**src/rtl/ddr_burst_colgen.sv**
```systemverilog
module ddr_burst_colgen #(
  parameter int COL_W  = 8,
  parameter int BANK_W = 2,
  parameter int LEN_W  = 3
) (
  input  logic              clk,
  input  logic              rst_n,
  input  logic              cke,
  input  logic [LEN_W-1:0]  mr_len,
  input  logic              mr_ilv,
  input  logic              cmd_go,
  input  logic [COL_W-1:0]  cmd_col,
  input  logic [BANK_W-1:0] cmd_bank,
  input  logic              cmd_ap,
  input  logic              cmd_stop,
  output logic              busy,
  output logic              last,
  output logic [COL_W-1:0]  beat_even,
  output logic [COL_W-1:0]  beat_odd,
  output logic              pre_req,
  output logic [BANK_W-1:0] pre_bank
);

  localparam logic [LEN_W-1:0] LEN_4  = LEN_W'(2);
  localparam logic [LEN_W-1:0] LEN_8  = LEN_W'(3);
  localparam logic [LEN_W-1:0] LEN_FP = LEN_W'(7);
  localparam logic [COL_W-1:0] ONE    = COL_W'(1);
  localparam logic [COL_W-1:0] TWO    = COL_W'(2);

  logic              act_q, fp_q, ilv_q, ap_q;
  logic [BANK_W-1:0] bank_q;
  logic [COL_W-1:0]  base_q, mask_q, idx_q;

  logic              fp_n;
  logic [COL_W-1:0]  mask_n;

  always_comb begin
    fp_n = (mr_len == LEN_FP);
    case (mr_len)
      LEN_4:   mask_n = COL_W'(3);
      LEN_8:   mask_n = COL_W'(7);
      LEN_FP:  mask_n = '1;
      default: mask_n = COL_W'(1);
    endcase
  end

  function automatic logic [COL_W-1:0] col_at(input logic [COL_W-1:0] off);
    logic [COL_W-1:0] low;
    low = ilv_q ? (base_q ^ off) : (base_q + off);
    return (base_q & ~mask_q) | (low & mask_q);
  endfunction

  assign busy      = act_q;
  assign last      = act_q && !fp_q && (idx_q == (mask_q & ~ONE));
  assign beat_even = act_q ? col_at(idx_q) : '0;
  assign beat_odd  = act_q ? col_at(idx_q + ONE) : '0;

  always_ff @(posedge clk or negedge rst_n) begin
    if (!rst_n) begin
      act_q    <= 1'b0;
      fp_q     <= 1'b0;
      ilv_q    <= 1'b0;
      ap_q     <= 1'b0;
      bank_q   <= '0;
      base_q   <= '0;
      mask_q   <= '0;
      idx_q    <= '0;
      pre_req  <= 1'b0;
      pre_bank <= '0;
    end else begin
      pre_req <= 1'b0;
      if (cke) begin
        if (last && ap_q && !(cmd_stop && !cmd_go)) begin
          pre_req  <= 1'b1;
          pre_bank <= bank_q;
        end
        if (cmd_go) begin
          act_q  <= 1'b1;
          fp_q   <= fp_n;
          ilv_q  <= mr_ilv && !fp_n;
          ap_q   <= cmd_ap;
          bank_q <= cmd_bank;
          mask_q <= mask_n;
          base_q <= fp_n ? (cmd_col & ~ONE) : cmd_col;
          idx_q  <= '0;
        end else if (act_q && (cmd_stop || last)) begin
          act_q <= 1'b0;
        end else if (act_q) begin
          idx_q <= idx_q + TWO;
        end
      end
    end
  end

endmodule

```
**config.mk**
```make
export PLATFORM = sky130hd
export DESIGN_NAME = ddr_burst_colgen
export DESIGN_NICKNAME = d
export VERILOG_FILES = /design/src/rtl/ddr_burst_colgen.sv
export SDC_FILE = /design/constraint.sdc
export NUM_CORES = 1
export LEC_CHECK = 0
export BUFFER_PORTS_ARGS = -buffer_cell sky130_fd_sc_hd__buf_4
export CORE_MARGIN = 2
export CORE_UTILIZATION = 42
export DETAILED_ROUTE_END_ITERATION = 7
export PLACE_DENSITY = 0.66
export SLEW_MARGIN = 20
export SYNTH_ARGS = -nofsm -noshare
export SYNTH_HDL_FRONTEND = slang
export SYNTH_SLANG_ARGS = --single-unit
```
**constraint.sdc**
```tcl
create_clock -name clk -period 2.14 [get_ports clk]
set_input_delay 0.214 -clock clk [delete_from_list [all_inputs] [get_ports clk]]
set_output_delay 0.214 -clock clk [all_outputs]
set_load 0.02 [all_outputs]
```
==> flow_summary.ini, run 1 <==
[timing]
finalSetupViolCount = 8
fin_skew_ns = 0.00375
maxSlewHeadroom_pct = 76.2
timing.fmax_mhz = 405
fin_crit_ns = 2.47
finalSetupTns_ns = -2.01
fin_crit_sh_pct = 115
worst_pin_slew_ns = 0.357
final_max_slew_viol_count = 0
grt_setup_unrepaired = true
hold_viol = 0
postLayoutSetupSlackWorst_ns = -0.330

[worst_setup_path]
cp-end-kind = output pin
timing_worst_setup_path_type = reg2out
worst-path-max-fanout = 4
crit_arrival_ns = 2.26
cp.required_ns = 1.93
startpoint_type = register

[global_route]
grt_pass1_vias = 1902
grtUsageMet3_pct = 2.35
overflow = 0
busiest_layer = met2
grtUsageTotal_pct = 21.4
use_met2_pct = 37.2
antenna_found_initial = 0
grt_use_met1_pct = 27.3
grt_pass1_wl_um = 8890
grt_max_degree = 28

[power_and_ir_drop]
powerDensity_nw_per_um2 = 888
power_leakage_nw = 1.38
ir_worst_vdd_mv = 0.693

[floorplan]
die_h_um = 73.1
dieArea_sq_um = 5340
row_count = 25
initial_utilization_pct = 43.0
core_area_sq_um = 4660
ios = 41
fp.dieW_um = 73.1

[logic_synthesis]
syn_avg_cell_area_sq_um = 9.02
synth-xor-area-share_pct = 7.43
synth_fa_ha_area_share_pct = 10.4
synth_cell_types = 47
syn_nets = 258
synth_warnings = 0
muxShareOfSynthArea_pct = 8.31
synth_top_family_by_area = simple AND/OR/NAND/NOR gates
synth_compound_area_share_pct = 16.8
synth-main-ff-cell = dfrtp_1
synth-seq-cells = 27
syn_area_sq_um = 2000
async_flop_share_pct = 100
ys_seq_area_share_pct = 33.7
syn_inst = 222
yosys.area_share.simple_pct = 18.0
synth_edf_count = 0

[clocking]
numCtsBuffers = 3
clockBufferDepth = 2
clk_pin_slew_ns = 0.10
tritoncts = built
clk_latency_ns = 0.28
h-tree-depth = 1
root_buffer = clkbuf_8
numClockSinks = 27

[cells_and_area]
layout_common_cells = buf_4, dfrtp_1, nand2_1
drive_gt1_share_pct = 48.4
diodes = 0
fin_nets = 341
layout_commonest_cell = buf_4
fillers = 390
synthToLayoutAreaGrowth_pct = 51.0
fin_util_pct = 64.9
final_cells = 358

[place]
dp_cells = 331
portBuffers = 40
dp_hpwl_um = 3710
gp_congestion = 0.814

[routing]
wire_per_inst_um = 15.2
routed_wl_um = 5450
vias_per_cell = 5.34
first_pass_iters = 4
num_vias = 1911
drtIter0Drc = 50
ant_nets = 0
drc = 0

[run_status]
status = finished with violations
violations = setup timing

[hold_path]
min_path_type = in2reg

[run]
max_cap_viol_count = 0
-- power breakdown --
part / internal (mW) / switching [mW]
combinational: 0.932 / 0.764
sequential: 0.593 / 0.0935
clock: 0.133 / 0.171
total: 1.66 / 1.03
-- critical path, stage by stage (launching register included) --
cell      delay [ns]
dfrtp_1         0.42
buf_6           0.13
ha_4            0.22
o211ai_1        0.18
o21ai_2         0.12
nor2_1          0.15
o31ai_1         0.08
or4_4           0.51
buf_6           0.14
-- metrics by stage --
| stage | power, mW | instance area, sq um | hold slack, ns | setup WS [ns] |
|---|---|---|---|---|
| after floorplan | 1.39 | 2020 | -0.0816 | 0.0363 |
| after global placement | 1.83 | 2550 | 0.148 | -0.0801 |
| after detailed placement | 1.86 | 2550 | 0.154 | -0.127 |
| after CTS | 2.55 | 2920 | 0.160 | -0.287 |
| after global routing | 2.86 | 3020 | 0.149 | -0.433 |
| final | 2.69 | 3020 | 0.158 | -0.330 |
-- synthesized netlist by cell type (2+ instances only) --
library cell	count	area share, %
clkbuf_1	11	2.1
nor4_1	2	0.62
o31ai_1	2	0.75
a21o_1	3	1.1
o22ai_1	2	0.62
nand3_1	8	2.0
mux2_2	13	7.3
nand3b_1	3	1.1
nor2b_1	2	0.62
or3_1	2	0.62
xor2_1	5	2.2
nand2b_1	4	1.2
ha_1	15	9.4
xnor2_1	12	5.2
and3b_1	2	0.87
a31oi_1	2	0.62
and2_1	2	0.62
nor3_1	2	0.50
a21bo_2	2	1.0
a21boi_0	2	0.75
a21oi_1	16	4.0
nor2_1	11	2.1
or4_4	2	1.1
mux2i_1	2	1.0
and4_1	2	0.87
nand2_1	22	4.1
inv_1	10	1.9
o21ai_0	13	3.2
a211oi_1	4	1.5
dfrtp_1	27	34
-- final cells by class --
cell class,instances,area [sq um],share of cell area [%]
clock buffer,3,41.3,1.37
clock inverter,1,7.51,0.248
inverter,10,40.0,1.32
tap,54,67.6,2.23
timing repair buffer,93,746,24.7
sequential,27,679,22.5
multi-input combinational,170,1440,47.7
-- flip-flops by register name, summed over array words and instances (netlist names), 2 cells and up --
signal	flops
bank_q	2
mask_q	3
base_q	8
idx_q	7
pre_bank	2
-- per-layer routing --
metal	vias to the layer above	routed length (um)
met3	8	154
met4	0	82
li1	950	-
met2	39	2910
met5	-	0
met1	914	2300
-- timing repair --
item,4_1_cts,5_1_grt
pin swaps,18,14
hold buffers,1,0
hold endpoints to repair,27,0
setup buffers,19,6
setup endpoints to repair,9,13
gates resized for setup,36,20
-- path summary, 6_finish.rpt --
path / slack (ns) / cells past startpoint / to / start
max: -0.33 / 8 / beat_odd[7] / base_q[2]$_DFFE_PN0P_
min: 0.16 / 2 / bank_q[0]$_DFFE_PN0P_ / cmd_bank[0]
max reg2reg: 0.06 / 14 / idx_q[1]$_DFFE_PN0P_ / idx_q[1]$_DFFE_PN0P_
min reg2reg: 0.51 / 1 / mask_q[0]$_DFFE_PN0P_ / mask_q[0]$_DFFE_PN0P_
max in group asynchronous: 1.48 / 2 / idx_q[3]$_DFFE_PN0P_ / rst_n
min in group asynchronous: 0.38 / 2 / pre_bank[0]$_DFFE_PN0P_ / rst_n
-- cells by family after synthesis --
group	after synthesis
XOR/XNOR	17
AND/OR/NAND/NOR	68
flip-flops	27
AO/OA/AOI/OAI	54
multiplexers	15
adder cells (fa/ha/maj)	16
buffers and inverters	25
No activity file was read; power rests on OpenSTA's default activity.
==> run 2, diff against run 1 <==
--- a/config.mk
+++ b/config.mk
@@ -9,6 +9,7 @@
 export CORE_MARGIN = 2
 export CORE_UTILIZATION = 42
 export DETAILED_ROUTE_END_ITERATION = 7
+export MAX_ROUTING_LAYER = met4
 export PLACE_DENSITY = 0.66
 export SLEW_MARGIN = 20
 export SYNTH_ARGS = -nofsm -noshare
==> flow_summary.ini, run 2 (same netlist as run 1, synthesis figures left out) <==
[global_route]
grt_use_met1_pct = 27.4
busiest_layer = met2
use_met2_pct = 37.2
overflow = 0
antenna_found_initial = 0
grt_max_degree = 28
grt_pass1_wl_um = 8890
grt_pass1_vias = 1898
grtUsageMet3_pct = 2.21
grtUsageTotal_pct = 22.0

[worst_setup_path]
worstPathCellList = buf_6, ha_4, o211ai_1, o21ai_2, nor2_1, o31ai_1, or4_4, buf_6
worstReg2RegStart = idx_q[1]$_DFFE_PN0P_
slowest_delay_ns = 0.51
path_buf_inv = 2
worst_r2r_endpoint = idx_q[1]$_DFFE_PN0P_
worst-path-max-fanout = 4
cp-end-kind = output pin
cp_slowest_cell = or4_4
rrSetupSlack_ns = 0.06
path_common_cell = buf_6
cp.required_ns = 1.93
timing_worst_setup_path_type = reg2out
crit_arrival_ns = 2.26
crit_family = simple AND/OR/NAND/NOR gates
r2r_cells = 14
startpoint_type = register

[cells_and_area]
synthToLayoutAreaGrowth_pct = 51.0
layout_common_cells = buf_4, dfrtp_1, nand2_1
diodes = 0
largest_reg_flops = 8
layout_commonest_cell = buf_4
fillers = 390
fin_nets = 341
largest-register = base_q
drive_gt1_share_pct = 48.4
reg_top3 = base_q (8), idx_q (7), mask_q (3)
fin_area_sq_um = 3020

[power_and_ir_drop]
ir_worst_vdd_mv = 0.694
switchingPower_mw = 1.03
switching_share_pct = 38.3
pwr-share-seq_pct = 25.5
finalPower_mw = 2.69
powerDensity_nw_per_um2 = 889
clkPwrFrac_pct = 11.5
power_leakage_nw = 1.38
combinationalPowerShare_pct = 63.0
p_int_mw = 1.66

[routing]
ant_nets = 0
routed_wl_um = 5450
wire_per_inst_um = 15.2
drc = 0
drtIter0Drc = 61
first_pass_iters = 4
vias_per_cell = 5.35
num_vias = 1915

[hold_path]
min-delay-start = cmd_bank[0]
min_to = bank_q[0]$_DFFE_PN0P_
holdPathStages = 2
min_path_type = in2reg

[place]
gp_congestion = 0.826
place_area_sq_um = 2550
portBuffers = 40
dp_hpwl_um = 3710

[floorplan]
core_area_sq_um = 4660
dieArea_sq_um = 5340
initial_utilization_pct = 43.0
die_h_um = 73.1
fp.dieW_um = 73.1
row_count = 25
ios = 41

[timing]
timing.fmax_mhz = 404
fin_crit_sh_pct = 116
worst_pin_slew_ns = 0.360
fin_skew_ns = 0.00178
timing.hold.ws_ns = 0.154
hold_viol = 0
postLayoutSetupSlackWorst_ns = -0.332
finalSetupTns_ns = -2.02
grt_setup_unrepaired = true
fin_crit_ns = 2.47
finalSetupViolCount = 8
final_max_slew_viol_count = 0
maxSlewHeadroom_pct = 76.0

[clocking]
h-tree-depth = 1
root_buffer = clkbuf_8
clk_pin_slew_ns = 0.10
numClockSinks = 27
tritoncts = built
numCtsBuffers = 3
clk_latency_ns = 0.28
clockBufferDepth = 2

[run_status]
violations = setup timing
status = finished with violations

[run]
max_cap_viol_count = 0
-- run 2: how the worst max path moves through the flow --
stage	startpoint	endpoint	slack (ns)	depth (start not counted)
6_report	base_q[2]$_DFFE_PN0P_	beat_odd[7]	-0.33	8
5_1_grt	idx_q[5]$_DFFE_PN0P_	beat_odd[7]	-0.43	6
4_1_cts	base_q[2]$_DFFE_PN0P_	beat_odd[7]	-0.29	8
3_5_place_dp	idx_q[2]$_DFFE_PN0P_	beat_even[6]	-0.13	8
3_3_place_gp	idx_q[2]$_DFFE_PN0P_	beat_even[6]	-0.08	8
2_1_floorplan	idx_q[4]$_DFFE_PN0P_	beat_odd[7]	0.04	7
-- run 2: layout make-up --
type | count | area [sq um] | area share [%]
flip-flops and latches | 27 | 679 | 22.5
well taps | 54 | 67.6 | 2.23
clock buffers | 3 | 41.3 | 1.37
multi-input cells | 170 | 1440 | 47.7
repair buffers | 93 | 746 | 24.7
inverters | 10 | 40.0 | 1.32
clock inverters | 1 | 7.51 | 0.248
-- run 2: through the flow --
step	setup WS, ns	std cells	utilization (%)
floorplan	0.0363	222	-
global placement	-0.0801	331	54.6
detailed placement	-0.127	331	54.6
CTS	-0.287	355	62.6
global route	-0.432	358	64.9
finish	-0.332	358	64.9
-- run 2: power by group through the flow --
stage	logic [mW]	registers, mW	clock network (mW)
floorplan	0.688	0.704	0
global placement	1.16	0.677	0
detailed placement	1.17	0.684	0
CTS	1.56	0.685	0.306
global route	1.83	0.697	0.334
finish	1.70	0.686	0.308
-- run 2: what timing repair did --
| action | in CTS | in global routing |
|---|---|---|
| hold endpoints to repair | 27 | 0 |
| setup endpoints to repair | 9 | 13 |
| resized for setup | 36 | 20 |
| buffers inserted | 19 | 6 |
| hold buffers | 1 | 0 |
| pin swaps | 18 | 14 |
-- run 2: worst reg2reg max path: cells and delay by family, from the launching register on --
family	cells	cell delay, ns
XOR/XNOR	1	0.15
flip-flops	1	0.42
buffers and inverters	12	1.31
AO/OA/AOI/OAI	1	0.10
-- run 2: per-layer routing --
| layer | part of all wire, % | vias up | wire [um] |
|---|---|---|---|
| li1 | - | 949 | - |
| met1 | 41 | 908 | 2260 |
| met2 | 54 | 50 | 2920 |
| met3 | 3.5 | 8 | 189 |
| met4 | 1.5 | 0 | 82 |
| met5 | 0 | - | 0 |
